===== config.mk =====
export PLATFORM = sky130hd
export DESIGN_NAME = uart_rx_latched
export DESIGN_NICKNAME = d
export VERILOG_FILES = /design/src/rtl/uart_rx_pkg.sv /design/src/rtl/uart_rx_sync.sv /design/src/rtl/uart_rx_frame.sv /design/src/rtl/uart_rx_status.sv /design/src/rtl/uart_rx_latched.sv
export SDC_FILE = /design/constraint.sdc
export NUM_CORES = 1
export LEC_CHECK = 0
export BUFFER_PORTS_ARGS = -buffer_cell sky130_fd_sc_hd__buf_4
export CORE_UTILIZATION = 40
export CTS_CLUSTER_DIAMETER = 120
export DETAILED_ROUTE_END_ITERATION = 10
export PLACE_DENSITY = 0.69
export RECOVER_POWER = 50
export SLEW_MARGIN = 20
export SYNTH_ARGS = -nofsm -noshare
export SYNTH_HDL_FRONTEND = slang
export SYNTH_SLANG_ARGS = --single-unit
export TNS_END_PERCENT = 1

===== constraint.sdc =====
create_clock -name clk -period 1.88 [get_ports clk]
set_input_delay 0.47 -clock clk [delete_from_list [all_inputs] [get_ports clk]]
set_output_delay 0.47 -clock clk [all_outputs]
set_load 0.05 [all_outputs]

===== src/rtl/uart_rx_pkg.sv =====
package uart_rx_pkg;

   typedef enum logic [2:0] {
      ST_IDLE,
      ST_START,
      ST_DATA,
      ST_PAR,
      ST_STOP,
      ST_GAP
   } rx_state_e;

   typedef struct packed {
      logic seven;
      logic par_en;
      logic par_odd;
      logic two_stop;
   } rx_cfg_t;

   localparam int STAT_FULL = 0;
   localparam int STAT_OVR  = 1;
   localparam int STAT_PAR  = 2;
   localparam int STAT_FRM  = 3;
   localparam int STAT_PIN  = 4;
   localparam int STAT_BITS = 5;

endpackage


===== src/rtl/uart_rx_sync.sv =====
module uart_rx_sync #(
   parameter int   STAGES    = 2,
   parameter logic RESET_VAL = 1'b1
) (
   input  logic clk,
   input  logic rst_n,
   input  logic din,
   output logic dout
);

   generate
      if (STAGES == 1) begin : g_single
         logic q;
         always_ff @(posedge clk or negedge rst_n) begin
            if (!rst_n) q <= RESET_VAL;
            else        q <= din;
         end
         assign dout = q;
      end else begin : g_chain
         logic [STAGES-1:0] q;
         always_ff @(posedge clk or negedge rst_n) begin
            if (!rst_n) q <= {STAGES{RESET_VAL}};
            else        q <= {q[STAGES-2:0], din};
         end
         assign dout = q[STAGES-1];
      end
   endgenerate

endmodule


===== src/rtl/uart_rx_frame.sv =====
module uart_rx_frame
   import uart_rx_pkg::*;
#(
   parameter int DATA_W     = 8,
   parameter int OVERSAMPLE = 16,
   parameter bit HAS_PARITY = 1'b1
) (
   input  logic              clk,
   input  logic              rst_n,
   input  logic              tick,
   input  logic              rx,
   input  logic              run,
   input  logic              hold,
   input  rx_cfg_t           cfg,
   output logic              done,
   output logic [DATA_W-1:0] data,
   output logic              par_bad,
   output logic              stop_bad,
   output logic              busy
);

   localparam int CNT_W = $clog2(OVERSAMPLE);
   localparam int IDX_W = $clog2(DATA_W);
   localparam logic [CNT_W-1:0] HALF_C = CNT_W'(OVERSAMPLE / 2 - 1);
   localparam logic [CNT_W-1:0] LAST_C = CNT_W'(OVERSAMPLE - 1);
   localparam logic [IDX_W-1:0] IDX_FULL  = IDX_W'(DATA_W - 1);
   localparam logic [IDX_W-1:0] IDX_SHORT = IDX_W'(DATA_W - 2);

   rx_state_e         state;
   logic [CNT_W-1:0]  cnt;
   logic [IDX_W-1:0]  idx;
   logic [DATA_W-1:0] shreg;
   logic              par_bit;
   logic              armed;
   logic [IDX_W-1:0]  last_idx;
   logic              want_par;
   logic              at_last;

   assign last_idx = cfg.seven ? IDX_SHORT : IDX_FULL;
   assign want_par = HAS_PARITY && cfg.par_en;
   assign at_last  = (cnt == LAST_C);

   always_ff @(posedge clk or negedge rst_n) begin
      if (!rst_n) begin
         state    <= ST_IDLE;
         cnt      <= '0;
         idx      <= '0;
         shreg    <= '0;
         par_bit  <= 1'b0;
         armed    <= 1'b0;
         done     <= 1'b0;
         stop_bad <= 1'b0;
      end else begin
         done <= 1'b0;
         if (!run) begin
            state <= ST_IDLE;
            cnt   <= '0;
            if (tick) armed <= rx;
         end else if (tick) begin
            case (state)
               ST_IDLE: begin
                  armed <= rx;
                  if (!hold && armed && !rx) begin
                     state <= ST_START;
                     cnt   <= '0;
                  end
               end
               ST_START: begin
                  if (cnt == HALF_C) begin
                     cnt <= '0;
                     if (!rx) begin
                        state <= ST_DATA;
                        idx   <= '0;
                        shreg <= '0;
                     end else begin
                        state <= ST_IDLE;
                     end
                  end else begin
                     cnt <= cnt + 1'b1;
                  end
               end
               ST_DATA: begin
                  if (at_last) begin
                     cnt        <= '0;
                     shreg[idx] <= rx;
                     if (idx == last_idx) state <= want_par ? ST_PAR : ST_STOP;
                     else                 idx   <= idx + 1'b1;
                  end else begin
                     cnt <= cnt + 1'b1;
                  end
               end
               ST_PAR: begin
                  if (at_last) begin
                     cnt     <= '0;
                     par_bit <= rx;
                     state   <= ST_STOP;
                  end else begin
                     cnt <= cnt + 1'b1;
                  end
               end
               ST_STOP: begin
                  if (at_last) begin
                     cnt      <= '0;
                     done     <= 1'b1;
                     stop_bad <= !rx;
                     armed    <= rx;
                     state    <= cfg.two_stop ? ST_GAP : ST_IDLE;
                  end else begin
                     cnt <= cnt + 1'b1;
                  end
               end
               ST_GAP: begin
                  if (at_last) begin
                     cnt   <= '0;
                     state <= ST_IDLE;
                  end else begin
                     cnt <= cnt + 1'b1;
                  end
               end
               default: state <= ST_IDLE;
            endcase
         end
      end
   end

   generate
      if (HAS_PARITY) begin : g_parity
         assign par_bad = cfg.par_en & ((^shreg) ^ par_bit ^ cfg.par_odd);
      end else begin : g_no_parity
         logic unused_par;
         assign unused_par = par_bit ^ cfg.par_odd;
         assign par_bad    = 1'b0;
      end
   endgenerate

   assign data = shreg;
   assign busy = (state != ST_IDLE);

endmodule


===== src/rtl/uart_rx_status.sv =====
module uart_rx_status
   import uart_rx_pkg::*;
#(
   parameter int DATA_W = 8
) (
   input  logic              clk,
   input  logic              rst_n,
   input  logic              done,
   input  logic [DATA_W-1:0] frame_data,
   input  logic              par_bad,
   input  logic              stop_bad,
   input  logic              pin,
   input  logic              dma_ack,
   input  logic              bus_sel,
   input  logic              bus_wr,
   input  logic              bus_addr,
   input  logic [DATA_W-1:0] bus_wdata,
   output logic [DATA_W-1:0] bus_rdata,
   output logic [DATA_W-1:0] data_q,
   output logic              full,
   output logic              ovr,
   output logic              perr,
   output logic              ferr,
   output logic              irq
);

   logic wr_stat;
   logic accept;
   logic ovr_hit;
   logic [DATA_W-1:0] stat_word;
   logic unused_wdata;

   assign wr_stat      = bus_sel & bus_wr & bus_addr;
   assign accept       = done & ~full;
   assign ovr_hit      = done & full;
   assign unused_wdata = ^bus_wdata[DATA_W-1:STAT_BITS-1];

   always_ff @(posedge clk or negedge rst_n) begin
      if (!rst_n) begin
         full   <= 1'b0;
         ovr    <= 1'b0;
         perr   <= 1'b0;
         ferr   <= 1'b0;
         irq    <= 1'b0;
         data_q <= '0;
      end else begin
         irq <= accept;
         if (accept) data_q <= frame_data;

         if (accept)                                      full <= 1'b1;
         else if (dma_ack || (wr_stat && !bus_wdata[STAT_FULL])) full <= 1'b0;

         if (ovr_hit)                                  ovr <= 1'b1;
         else if (wr_stat && !bus_wdata[STAT_OVR])     ovr <= 1'b0;

         if (accept && par_bad)                        perr <= 1'b1;
         else if (wr_stat && !bus_wdata[STAT_PAR])     perr <= 1'b0;

         if (accept && stop_bad)                       ferr <= 1'b1;
         else if (wr_stat && !bus_wdata[STAT_FRM])     ferr <= 1'b0;
      end
   end

   always_comb begin
      stat_word            = '0;
      stat_word[STAT_FULL] = full;
      stat_word[STAT_OVR]  = ovr;
      stat_word[STAT_PAR]  = perr;
      stat_word[STAT_FRM]  = ferr;
      stat_word[STAT_PIN]  = pin;
   end

   assign bus_rdata = bus_addr ? stat_word : data_q;

endmodule


===== src/rtl/uart_rx_latched.sv =====
module uart_rx_latched
   import uart_rx_pkg::*;
#(
   parameter int DATA_W      = 8,
   parameter int OVERSAMPLE  = 16,
   parameter int SYNC_STAGES = 2,
   parameter bit HAS_PARITY  = 1'b1
) (
   input  logic              clk,
   input  logic              rst_n,
   input  logic              rx_in,
   input  logic              os_tick,
   input  logic              rx_en,
   input  logic              cfg_seven,
   input  logic              cfg_par_en,
   input  logic              cfg_par_odd,
   input  logic              cfg_two_stop,
   input  logic              dma_ack,
   input  logic              bus_sel,
   input  logic              bus_wr,
   input  logic              bus_addr,
   input  logic [DATA_W-1:0] bus_wdata,
   output logic [DATA_W-1:0] bus_rdata,
   output logic              rx_irq
);

   if (DATA_W < STAT_BITS) begin : g_bad_width
      $error("DATA_W must hold the status word");
   end
   if (OVERSAMPLE < 4 || (OVERSAMPLE % 2) != 0) begin : g_bad_os
      $error("OVERSAMPLE must be even and at least 4");
   end
   if (SYNC_STAGES < 1) begin : g_bad_sync
      $error("SYNC_STAGES must be at least 1");
   end

   rx_cfg_t           cfg;
   logic              rx_sync;
   logic              rx_done;
   logic              rx_busy;
   logic [DATA_W-1:0] frame_data;
   logic              par_bad;
   logic              stop_bad;
   logic [DATA_W-1:0] data_q;
   logic              stat_full;
   logic              stat_ovr;
   logic              stat_par;
   logic              stat_frm;
   logic              err_any;

   assign cfg     = '{seven: cfg_seven, par_en: cfg_par_en,
                      par_odd: cfg_par_odd, two_stop: cfg_two_stop};
   assign err_any = stat_ovr | stat_par | stat_frm;

   uart_rx_sync #(.STAGES(SYNC_STAGES), .RESET_VAL(1'b1)) u_sync (
      .clk  (clk),
      .rst_n(rst_n),
      .din  (rx_in),
      .dout (rx_sync)
   );

   uart_rx_frame #(
      .DATA_W    (DATA_W),
      .OVERSAMPLE(OVERSAMPLE),
      .HAS_PARITY(HAS_PARITY)
   ) u_frame (
      .clk     (clk),
      .rst_n   (rst_n),
      .tick    (os_tick),
      .rx      (rx_sync),
      .run     (rx_en),
      .hold    (err_any),
      .cfg     (cfg),
      .done    (rx_done),
      .data    (frame_data),
      .par_bad (par_bad),
      .stop_bad(stop_bad),
      .busy    (rx_busy)
   );

   uart_rx_status #(.DATA_W(DATA_W)) u_status (
      .clk       (clk),
      .rst_n     (rst_n),
      .done      (rx_done),
      .frame_data(frame_data),
      .par_bad   (par_bad),
      .stop_bad  (stop_bad),
      .pin       (rx_sync),
      .dma_ack   (dma_ack),
      .bus_sel   (bus_sel),
      .bus_wr    (bus_wr),
      .bus_addr  (bus_addr),
      .bus_wdata (bus_wdata),
      .bus_rdata (bus_rdata),
      .data_q    (data_q),
      .full      (stat_full),
      .ovr       (stat_ovr),
      .perr      (stat_par),
      .ferr      (stat_frm),
      .irq       (rx_irq)
   );

endmodule


==> results.md <==
- Status: finished, violations left
- Failing checks: negative setup slack
- Worst-case clock skew: 0.00411 ns
- Global Route Usage Sum: 0.174
- Number of synthesized flops with an enable pin: 0
- Nature of the critical path startpoint: flop
- Starting DRT DRC Count: 148
- Post-synth top flop: dfrtp_1
- Core Util, Final: 0.535
- Post-CTS setup buffer count: 0
- Worst Hold Class: in -> reg
- Vias in the first global route: 1579
- Pin count of the biggest net entering global routing: 38
- DIE WIDTH: 73.5 µm
- IO Pins: 30
- Leak pwr: 1.17 nW
- Period utilization: 1.00
- Post-route ant nets: 0
- Share of cells above drive strength 1: 0.339
- GP Congestion: 0.850
- Max H-tree Level: 2
- Clock Tree Root: clkbuf_8
- Hold Violations, Final: 0
- DRC errors left: 0
- Total of max-cap violations: 0
- Synth Cell Area: 0.00204 mm²
- Core footprint: 0.00482 mm²
- Drt wl/cell: 13.9 µm
- Rows: 25
- CP Class: reg -> reg
- Worst skew pair latency: 0.29 ns
- Clock tree buffer depth: 2
- Fillers: 433
- Initial core utilization: 0.424
- Post-Route WL: 4.32 mm
- Mapped Nets: 230
- Via count: 1682
- Worst path max stage delay: 0.55 ns
- Critical Path RT: 2.09 ns
- Pwr/cell area: 846 mW/mm²
- Worst EP arrival: 2.10 ns
- Max Slew Vio Count: 0
- Register area share after synthesis: 0.454
- GR Overflow Total: 0
- Final setup viols: 1
- Worst path slowest cell: or4b_4
- Die Ht: 73.5 µm
- Ys async rst share: 1.00
- Post-synthesis cell type count: 46
- Dpl hpwl: 3.09 mm
- Critical path capture point type: flop
- Min Tclk post-route: 1.89 ns
- Nets: 268
- CTS tree: yes
- First-pass DRT Iterations: 5
- Pre-CTS setup slack: -0.0285 ns
- Register bit total from synthesis: 37
- Total CTS buffers: 5
- Smallest setup slack after layout: -0.00607 ns
- Unrepaired setup endpoints after global routing: yes
- Diodes inserted: 0
- CP cell instances: or4b_4, a211oi_4, nand3_2, or2_4, o31ai_2
- Max IR drop VDD: 0.000405 V
- CTS sink cnt: 37
- Critical path fanouts, max: 5
- Die area: 0.00540 mm²
- Tightest Pin Transition: 0.898 ns
- Number of buffers added on ports: 25
- Hold buffers post-CTS: 0
- Clk pin slew, worst setup/hold paths: 0.07 ns
- Routed vias/inst: 5.39
- YS warnings: 0
- Initial antenna violation count: 0
- Area Overhead vs Synth: 26.1%
- Fmax: 0.530 GHz
- First-pass GRT wire length: 7.03 mm
- Cells after Synth: 206
- Post-synthesis area per instance: 9.92 µm²
- Slew headroom: 0.401
- Final TNS setup: -0.00607 ns
[power breakdown]
| part | internal, W | switching (W) |
|---|---|---|
| Sequential | 0.000840 | 0.0000430 |
| Combinational | 0.000272 | 0.000308 |
| Clock | 0.000431 | 0.000286 |
| Total | 0.00154 | 0.000638 |
[metrics by stage]
step | cells | hold WS, ns | cell area, µm² | power, W
finish | 312 | 0.281 | 2580 | 0.00218
global route | 312 | 0.273 | 2580 | 0.00229
CTS | 312 | 0.137 | 2520 | 0.00213
detailed placement | 304 | 0.348 | 2390 | 0.00140
global placement | 304 | 0.346 | 2390 | 0.00139
floorplan | 206 | 0.174 | 2040 | 0.00122
[cells in the mapped netlist (all sizes together), types with 3 or more instances]
cell type	number	share of area
nand4	4	0.012
xnor2	10	0.043
inv	8	0.015
nand3	8	0.022
nand2	14	0.026
dfrtp	35	0.43
clkbuf	10	0.018
nor2	9	0.017
mux2	17	0.094
mux2i	3	0.015
nor2b	7	0.021
ha	3	0.018
nor3b	3	0.013
nand2b	7	0.021
a21oi	10	0.024
o21ai	26	0.064
[sequential cells by signal, indices dropped and copies added (netlist names)]
name	cells
u_frame.armed	1
u_frame.cnt	4
u_frame.data	8
u_frame.done	1
u_frame.idx	3
u_frame.par_bit	1
u_frame.state	3
u_frame.stop_bad	1
u_status.data_q	8
u_status.ferr	1
u_status.full	1
u_status.irq	1
u_status.ovr	1
u_status.perr	1
u_sync.g_chain.q	2
[critical path: cells and delay by family, from the launching register on]
kind	cells	cell delay (ns)
DFF	1	0.43
and+or+nand+nor	3	0.95
AOI/OAI and AO/OA	2	0.43
[layer usage]
layer	global-route usage	wire [µm]	vias up
met5	0	0	-
met4	0.0662	82	0
met3	0.0480	242	8
met2	0.280	2110	62
met1	0.222	1890	801
li1	-	-	811
[cells by family after synthesis]
kind of cell,synth area share
XOR/XNOR,0.0429
multiplexers,0.108
AND/OR/NAND/NOR,0.181
adder cells (fa/ha/maj),0.0184
flip-flops,0.454
AO/OA/AOI/OAI,0.156
buffers and inverters,0.0386
[cell type report]
class,instances,area (µm²),area share
inverter,8,30.0,0.0117
clock buffer,6,82.6,0.0321
multi-input combinational,150,1090,0.424
clock inverter,2,37.5,0.0146
tap,67,83.8,0.0325
sequential,37,928,0.360
timing repair buffer,42,320,0.124
[placed cells by master (no fill, tap or decap), types with 3 or more instances in the layout]
cell and count:
xnor2_1 10, mux2i_1 3, nand3_1 6, dfrtp_1 35, inv_1 8, nand4_1 4
mux2_2 16, nand2_1 14, nor2b_1 7, o21ai_1 13, a21oi_1 10, nor2_1 9
nand2b_1 7, clkbuf_8 6, buf_4 38, o21ai_0 11
[final timing paths]
check	from	endpoint	slack [ns]	cells past startpoint
worst max-delay path	u_frame.state[1]$_DFFE_PN0P_	u_frame.data[0]$_DFFE_PN0P_	-0.006	5
worst min-delay path	rx_in	u_sync.g_chain.q[0]$_DFF_PN1_	0.28	1
worst max register to register	u_frame.state[1]$_DFFE_PN0P_	u_frame.data[0]$_DFFE_PN0P_	-0.006	5
worst min register to register	u_sync.g_chain.q[0]$_DFF_PN1_	u_sync.g_chain.q[1]$_DFF_PN1_	0.36	0
max in group asynchronous	rst_n	u_frame.data[7]$_DFFE_PN0P_	1.03	1
min in group asynchronous	rst_n	u_status.full$_DFFE_PN0P_	0.29	1
[repair_timing]
| action | CTS | global route |
|---|---|---|
| pin swaps | 1 | 0 |
| gates resized for setup | 1 | 10 |
| setup endpoints to repair | 4 | 14 |
Power figures use the tool's default switching activity.
